**src/rtl/tc_pkg.sv**
```systemverilog
package tc_pkg;
  typedef enum logic [1:0] {
    TC_OFS_LO   = 2'd0,
    TC_OFS_HI   = 2'd1,
    TC_OFS_INC  = 2'd2,
    TC_OFS_RSVD = 2'd3
  } tc_ofs_e;

  // one accumulation step, wrapping modulo 2^64
  function automatic logic [63:0] tc_advance(input logic [63:0] t, input logic [63:0] step);
    return t + step;
  endfunction

  // replace one 32-bit half of the time value, keeping the other
  function automatic logic [63:0] tc_load_half(input logic [63:0] t, input logic sel_hi,
                                               input logic [31:0] d);
    return sel_hi ? {d, t[31:0]} : {t[63:32], d};
  endfunction
endpackage

```
**src/rtl/tc_incr_reg.sv**
```systemverilog
module tc_incr_reg #(
  parameter int unsigned RST_VAL = 32'h01CC_CCCC
) (
  input  logic        clk,
  input  logic        rst_n,
  input  logic        wr_en,
  input  logic [31:0] wdata,
  output logic [31:0] incr_q
);
  always_ff @(posedge clk) begin
    if (!rst_n)     incr_q <= RST_VAL;
    else if (wr_en) incr_q <= wdata;
  end
endmodule

```
**src/rtl/tc_tick_div.sv**
```systemverilog
module tc_tick_div #(
  parameter int unsigned INC_W = 24
) (
  input  logic        clk,
  input  logic        rst_n,
  input  logic        restart,
  input  logic [31:0] incr_q,
  output logic        fire
);
  generate
    if (INC_W >= 32) begin : g_no_period
      assign fire = 1'b1;
    end else begin : g_period
      localparam int unsigned PER_W = 32 - INC_W;
      logic [PER_W-1:0] per_field;
      logic [PER_W-1:0] per_last;
      logic [PER_W-1:0] phase_q;
      assign per_field = incr_q[31:INC_W];
      assign per_last  = (per_field == '0) ? '0 : per_field - 1'b1;
      assign fire      = (phase_q == per_last);
      always_ff @(posedge clk) begin
        if (!rst_n)                phase_q <= '0;
        else if (restart || fire)  phase_q <= '0;
        else                       phase_q <= phase_q + 1'b1;
      end
    end
  endgenerate
endmodule

```
**src/rtl/tc_accum.sv**
```systemverilog
module tc_accum
  import tc_pkg::*;
(
  input  logic        clk,
  input  logic        rst_n,
  input  logic        wr_lo,
  input  logic        wr_hi,
  input  logic [31:0] wdata,
  input  logic        fire,
  input  logic [63:0] step,
  input  logic        snap,
  output logic [63:0] time_q,
  output logic [31:0] shadow_q
);
  always_ff @(posedge clk) begin
    if (!rst_n) begin
      time_q   <= '0;
      shadow_q <= '0;
    end else begin
      if (wr_lo || wr_hi) time_q <= tc_load_half(time_q, wr_hi, wdata);
      else if (fire)      time_q <= tc_advance(time_q, step);
      if (snap)           shadow_q <= time_q[63:32];
    end
  end
endmodule

```
**src/rtl/tc_time_counter.sv**
```systemverilog
module tc_time_counter
  import tc_pkg::*;
#(
  parameter int unsigned INC_W   = 24,
  parameter int unsigned RST_INC = 32'h01CC_CCCC
) (
  input  logic        clk,
  input  logic        rst_n,
  input  logic        reg_wr,
  input  logic        reg_rd,
  input  logic [1:0]  reg_addr,
  input  logic [31:0] reg_wdata,
  output logic [31:0] reg_rdata
);
  localparam int unsigned STEP_PAD = 64 - INC_W;

  tc_ofs_e     ofs;
  logic        wr_lo, wr_hi, wr_inc, rd_lo;
  logic        fire;
  logic [31:0] incr_q;
  logic [63:0] step;
  logic [63:0] time_q;
  logic [31:0] shadow_q;

  assign ofs    = tc_ofs_e'(reg_addr);
  assign wr_lo  = reg_wr && (ofs == TC_OFS_LO);
  assign wr_hi  = reg_wr && (ofs == TC_OFS_HI);
  assign wr_inc = reg_wr && (ofs == TC_OFS_INC);
  assign rd_lo  = reg_rd && (ofs == TC_OFS_LO);
  assign step   = {{STEP_PAD{1'b0}}, incr_q[INC_W-1:0]};

  tc_incr_reg #(.RST_VAL(RST_INC)) u_incr (
    .clk(clk), .rst_n(rst_n), .wr_en(wr_inc), .wdata(reg_wdata), .incr_q(incr_q)
  );

  tc_tick_div #(.INC_W(INC_W)) u_div (
    .clk(clk), .rst_n(rst_n), .restart(wr_inc), .incr_q(incr_q), .fire(fire)
  );

  tc_accum u_acc (
    .clk(clk), .rst_n(rst_n), .wr_lo(wr_lo), .wr_hi(wr_hi), .wdata(reg_wdata),
    .fire(fire), .step(step), .snap(rd_lo), .time_q(time_q), .shadow_q(shadow_q)
  );

  always_comb begin
    unique case (ofs)
      TC_OFS_LO:  reg_rdata = time_q[31:0];
      TC_OFS_HI:  reg_rdata = shadow_q;
      TC_OFS_INC: reg_rdata = incr_q;
      default:    reg_rdata = '0;
    endcase
  end
endmodule

```
**config.mk**
```make
export PLATFORM = sky130hd
export DESIGN_NAME = tc_time_counter
export DESIGN_NICKNAME = d
export VERILOG_FILES = /design/src/rtl/tc_pkg.sv /design/src/rtl/tc_incr_reg.sv /design/src/rtl/tc_tick_div.sv /design/src/rtl/tc_accum.sv /design/src/rtl/tc_time_counter.sv
export SDC_FILE = /design/constraint.sdc
export NUM_CORES = 1
export LEC_CHECK = 0
export BUFFER_PORTS_ARGS = -buffer_cell sky130_fd_sc_hd__buf_4
export CORE_MARGIN = 2
export CORE_UTILIZATION = 35
export CTS_BUF_LIST = sky130_fd_sc_hd__clkbuf_4
export DETAILED_ROUTE_END_ITERATION = 10
export PLACE_DENSITY = 0.51
export SYNTH_ARGS = -nofsm -noshare
export SYNTH_HDL_FRONTEND = slang
export SYNTH_SLANG_ARGS = --single-unit
```
**constraint.sdc**
```tcl
create_clock -name clk -period 4.8 [get_ports clk]
set_input_delay 0.96 -clock clk [delete_from_list [all_inputs] [get_ports clk]]
set_output_delay 0.96 -clock clk [all_outputs]
set_load 0.01 [all_outputs]
```
==> results of run 1 <==
[through the flow]
stage | worst slack [ns] | cells | power [mW]
2_1_floorplan | 1.11 | 1139 | 1.89
3_3_place_gp | 0.732 | 1478 | 2.21
3_5_place_dp | 0.661 | 1478 | 2.21
4_1_cts | 0.658 | 1510 | 3.13
5_1_grt | 0.460 | 1511 | 3.28
6_report | 0.643 | 1511 | 3.11
[tightest hold or removal path: cells and delay by family (launching register included)]
kind / cells / cell delay [ns]
flip-flops: 1 / 0.33
AND/OR/NAND/NOR: 1 / 0.05
AO/OA/AOI/OAI: 1 / 0.05
[power breakdown]
part	switching (mW)	internal [mW]
registers	0.0833	1.20
logic	0.578	0.340
clock network	0.496	0.415
[per-layer routing]
layer	track usage, %	part of all wire, %	up-vias
met5	0	0	-
met4	6.65	1.4	0
met3	4.51	5.4	38
met2	38.8	45	253
met1	33.8	48	4174
li1	-	-	4207
[sequential cells by signal, indices dropped and copies added (netlist names)]
signal                  flops
u_acc.time_q               64
u_acc.shadow_q             32
u_incr.incr_q              32
u_div.g_period.phase_q      8
[worst max-delay path by stage]
stage / end / slack [ns] / depth (start not counted) / from
5_1_grt: u_acc.time_q[35] / 0.46 / 10 / u_incr.incr_q[24]
4_1_cts: u_acc.time_q[35] / 0.66 / 10 / u_incr.incr_q[24]
2_1_floorplan: u_acc.time_q[35] / 1.11 / 11 / u_incr.incr_q[24]
3_3_place_gp: u_acc.time_q[35] / 0.73 / 10 / u_incr.incr_q[24]
3_5_place_dp: u_acc.time_q[35] / 0.66 / 10 / u_incr.incr_q[24]
6_report: u_acc.time_q[35] / 0.64 / 10 / u_incr.incr_q[24]
[cell families after synthesis]
logic type,synth area share (%)
xor+xnor,2.91
compound gates,24.8
buf+inv,4.12
simple gates,26.5
mux,5.14
flops,32.3
fa+ha+maj,4.25
[layout make-up]
cell class                      count  area (µm²)  area share, %
Multi-Input combinational cell    916        5370           56.0
Inverter                           15        57.6          0.601
Antenna cell                        1        2.50         0.0261
Tap cell                          319         399           4.17
Timing Repair Buffer               92         703           7.34
Sequential cell                   136        2720           28.4
Clock buffer                       17         128           1.33
Clock inverter                     15         200           2.09
[cells in the final DEF (no fill, tap or decap), types with 4 or more instances in the layout]
master and n:
nand2_1 243, a211oi_1 12, bufinv_16 4, o211ai_1 13, dfxtp_1 136, clkbuf_4 17
a311oi_1 7, nor4_1 5, xnor2_1 17, mux2i_1 41, xor2_1 11, a22o_1 4
ha_1 27, a211o_1 4, nand2b_1 8, a21o_1 12, o31a_1 7, or3_1 16
nor3_1 17, a22oi_1 23, o21ai_0 62, inv_1 14, a32oi_1 4, nor2_1 64
nor2b_1 4, a31oi_1 29, nand3_1 53, and2_1 15, a21oi_1 121, and3_1 19
buf_4 91, nand4_1 15
==> flow_summary.toml, run 1 <==
[cts]
cts_sinks = 136
cts_hold_buf = 0
cts_max_path_buffers = 2
path_clk_slew_ns = 0.14
cts.repair.resized = 0
insertion_delay_ns = 0.58
cts-root-buf = "clkbuf_4"
cts_made_buffers = 17
postCtsSetupRepairBufs = 0
htreeDepth = 4
cts_tree = "built"

[flow_run]
drv_cap = 0

[min_path]
min-delay-start = "u_acc.shadow_q[31]"
hold_path_depth = 2
hold_end = "u_acc.shadow_q[31]"
hold_class = "reg -> reg"

[grt]
grt_use_total_pct = 24.4
grt_max_degree = 49
grt_pass1_vias = 8232
antenna_found_initial = 1
grt_first_pass_wirelength_mm = 48.5
gr-total-overflow = 0

[drt]
drtPass1Iterations = 5
drt_wl_total_mm = 30.9
detail-route-antenna-nets = 0
wl_per_cell_um = 20.4
drt_iter0_markers = 735
num_vias = 8672
drc_errors = 0
via_per_inst = 5.74

[critical_path]
cp-end-kind = "flop"
crit_arrival_ns = 4.65
path_buf_inv = 1
r2r-end = "u_acc.time_q[35]"
worstRegToRegCells = 10
worstPathRequired_ns = 5.29
r2r_slack_ns = 0.64
cp_max_fo = 22
crit_path_start_kind = "flop"
rr_startpoint = "u_incr.incr_q[24]"
criticalPathCategory = "reg -> reg"
slowest_stage = "or3_2"
cp_top_family = "simple AND/OR/NAND/NOR gates"
cpPeakStageDelay_ns = 0.71
worstPathCellList = "inv_1 -> ha_1 -> or3b_2 -> a22o_1 -> o32a_1 -> or4_4 -> or3_2 -> a2111o_1 -> o311a_1 -> o31a_1"

[pwr]
ir_worst_vdd_uv = 176
p_leak_nw = 3.59
power.density_nw_per_um2 = 325

[yosys]
synth.distinct_cells = 72
netlist.area_leader.share_pct = 32.3
synth_edf_count = 0
postSynthCellCount = 1139
yosysWarningCount = 0
synth_area_leaders = "dfxtp_1 (32%), nand2_1 (11%), a21oi_1 (7.2%), mux2i_1 (4.9%), ha_1 (4.0%)"
syn_area_um2 = 8420
yosysTopAreaCell = "dfxtp_1"
synthTopCellsByCount = "nand2_1 (244), dfxtp_1 (136), a21oi_1 (121)"
yosysMostFrequentCell = "nand2_1"
yosysSeqAreaShare_pct = 32.3
ys_ff_latch = 136
avgSynthCellArea_um2 = 7.39
synth_nets = 1205
async_flop_share_pct = 0
ys.flop_type = "dfxtp_1"

[sta]
fin_worst_skew_ns = 0.0199
hold_slack_ns = 0.462
setup_viol = 0
maxSlewHeadroom_pct = 27.2
period_minus_slack_ns = 4.16
rsz0062_at_grt = "no"
tightest_slew_ns = 1.09
slew_viol_final = 0
finalHoldViolations = 0
fin_crit_sh_pct = 86.6
setup_tns_ns = 0
max_freq_mhz = 241

[finish]
area_growth_pct = 13.8
layout.nets = 1244
finalInstanceArea_um2 = 9580
n_fill_cell = 2577
fin_util_pct = 40.7
drive_above_1_share_pct = 12.2

[place]
dpl_cell_area_um2 = 9250
hpwl_mm = 21.4
io_buffers = 69
place_congestion = 0.883

[floorplan]
die_h_um = 159
chipWidth_um = 159
start_util_pct = 35.8
io_pins = 70
coreArea_um2 = 23500
fp-row-count = 56
die_area_um2 = 25300

[run_status]
outcome = "complete, no violations"
Power figures use the tool's default switching activity.
==> run 2, diff against run 1 <==
Clock period 4.8 ns to 4.7 ns, I/O delays scaled along.
==> run 2 against run 1 <==
Compared with the run above: final cell count hardly changed; largest power group unchanged; maximum frequency is 1.4% higher; clock skew is 0.0074 ns higher; combinational power is 2.2% higher; clock-buffer cell count stayed put; via count hardly changed; global-route usage is 0.17 points lower; die area stayed put; largest cell class unchanged.
==> flow_summary.toml, run 2 (synthesized netlist as in run 1, its figures left out) <==
[finish]
final_common_cell = "nand2_1"
area_growth_pct = 14.2
reg_top3 = "u_acc.time_q x64, u_acc.shadow_q x32, u_incr.incr_q x32"
final_cell_mix = "nand2_1 (244), dfxtp_1 (136), a21oi_1 (121)"
drive_above_1_share_pct = 11.9
layout.nets = 1243
top_register = "u_acc.time_q"
largest_reg_flops = 64
finalInstanceArea_um2 = 9610

[sta]
maxSlewHeadroom_pct = 33.8
fin_worst_skew_ns = 0.0274
max_freq_mhz = 244
hold_slack_ns = 0.463
tightest_slew_ns = 0.989
setup_viol = 0
period_minus_slack_ns = 4.10
fin_crit_sh_pct = 87.3
finalHoldViolations = 0
layout_setup_ws_ns = 0.599
rsz0062_at_grt = "no"
slew_viol_final = 0
setup_tns_ns = 0

[pwr]
p_int_mw = 2.10
p_seq_share_pct = 40.3
p_comb_share_pct = 28.9
p_leak_nw = 3.61
pwr-share-clk_pct = 30.8
ir_worst_vdd_uv = 151
power.density_nw_per_um2 = 338
switchingPower_mw = 1.15
power_mw = 3.25
p_sw_share_pct = 35.3

[place]
place_congestion = 0.881
io_buffers = 69
dpl_cell_area_um2 = 9250
hpwl_mm = 21.4
post-place-ws_ns = 0.675

[cts]
postCtsSetupRepairBufs = 0
cts_sinks = 136
cts_made_buffers = 17
cts-root-buf = "clkbuf_4"
insertion_delay_ns = 0.59
cts.repair.resized = 0
htreeDepth = 4
cts_max_path_buffers = 2
path_clk_slew_ns = 0.13
cts_tree = "built"
cts_hold_buf = 0

[drt]
wl_per_cell_um = 20.4
drt_iter0_markers = 849
drtPass1Iterations = 5
drc_errors = 0
drt_wl_total_mm = 30.8
num_vias = 8676
via_per_inst = 5.75
detail-route-antenna-nets = 0

[critical_path]
cp_top_family = "simple AND/OR/NAND/NOR gates"
worstPathRequired_ns = 5.19
crit_top_cell = "a311oi_1"
path_buf_inv = 2
crit_arrival_ns = 4.60
slowest_stage = "nor3_1"
criticalPathCategory = "reg -> reg"
crit_path_start_kind = "flop"
cpPeakStageDelay_ns = 0.58
worstPathCellList = "inv_1 -> ha_1 -> or3b_2 -> a22o_1 -> o32a_1 -> or4_4 -> or3_2 -> buf_4 -> nor3_1 -> a311oi_1 -> a311oi_1"
cp-end-kind = "flop"
cp_max_fo = 28

[run_status]
outcome = "complete, no violations"

[grt]
grt_use_total_pct = 24.2
antenna_found_initial = 1
grt_max_degree = 91
grt_pass1_vias = 8139
grt_first_pass_wirelength_mm = 48.5
gr-total-overflow = 0

[floorplan]
start_util_pct = 35.8
io_pins = 70
chipWidth_um = 159
die_h_um = 159
coreArea_um2 = 23500
fp-row-count = 56
die_area_um2 = 25300

[flow_run]
drv_cap = 0

[min_path]
hold_class = "reg -> reg"
-- run 2: cell types whose count changed in the layout (fill, tap and decap cells not counted), sizes merged --
cell,before,now
buf,92,91
bufinv,4,6
clkinv,6,7
clkinvlp,3,1
diode,1,2
inv,17,15
-- run 2: worst paths after layout --
path	from	endpoint	slack, ns	cells after the start
setup / recovery	u_incr.incr_q[24]	u_acc.time_q[30]	0.60	11
hold reg to reg	u_acc.shadow_q[9]	u_acc.shadow_q[9]	0.46	2
hold / removal	u_acc.shadow_q[9]	u_acc.shadow_q[9]	0.46	2
setup reg to reg	u_incr.incr_q[24]	u_acc.time_q[30]	0.60	11
-- run 2: cell type report --
cell class / count / area [µm²]
diodes: 2 / 5.00
multi-input cells: 916 / 5360
inverters: 15 / 57.6
fillers: 2540 / 13900
repair buffers: 91 / 708
clock inverters: 14 / 229
well taps: 319 / 399
clock buffers: 17 / 128
flip-flops and latches: 136 / 2720
-- run 2: tightest hold or removal path, cell delays in order, from the launching register on --
cell,delay (ns)
dfxtp_1,0.33
nand2_1,0.05
a21oi_1,0.05
-- run 2: routing by layer --
layer | GRT usage [%] | routed length [µm] | vias to the layer above
met1 | 34.5 | 14800 | 4169
li1 | - | - | 4194
met4 | 5.00 | 298 | 0
met3 | 4.19 | 1700 | 22
met2 | 38.4 | 14000 | 291
met5 | 0 | 0 | -
-- run 2: through the flow --
step / instances / util [%]
after floorplan: 1139 / -
after global placement: 1477 / 39.3
after detailed placement: 1477 / 39.3
after CTS: 1508 / 40.8
after global routing: 1510 / 40.8
final: 1510 / 40.8
-- run 2: power groups by stage --
stage	clock network [mW]	registers, mW	logic, mW
global placement	0	1.33	0.926
floorplan	0	1.30	0.631
finish	1.00	1.31	0.938
CTS	1.02	1.31	0.929
global route	1.07	1.32	1.03
detailed placement	0	1.33	0.925
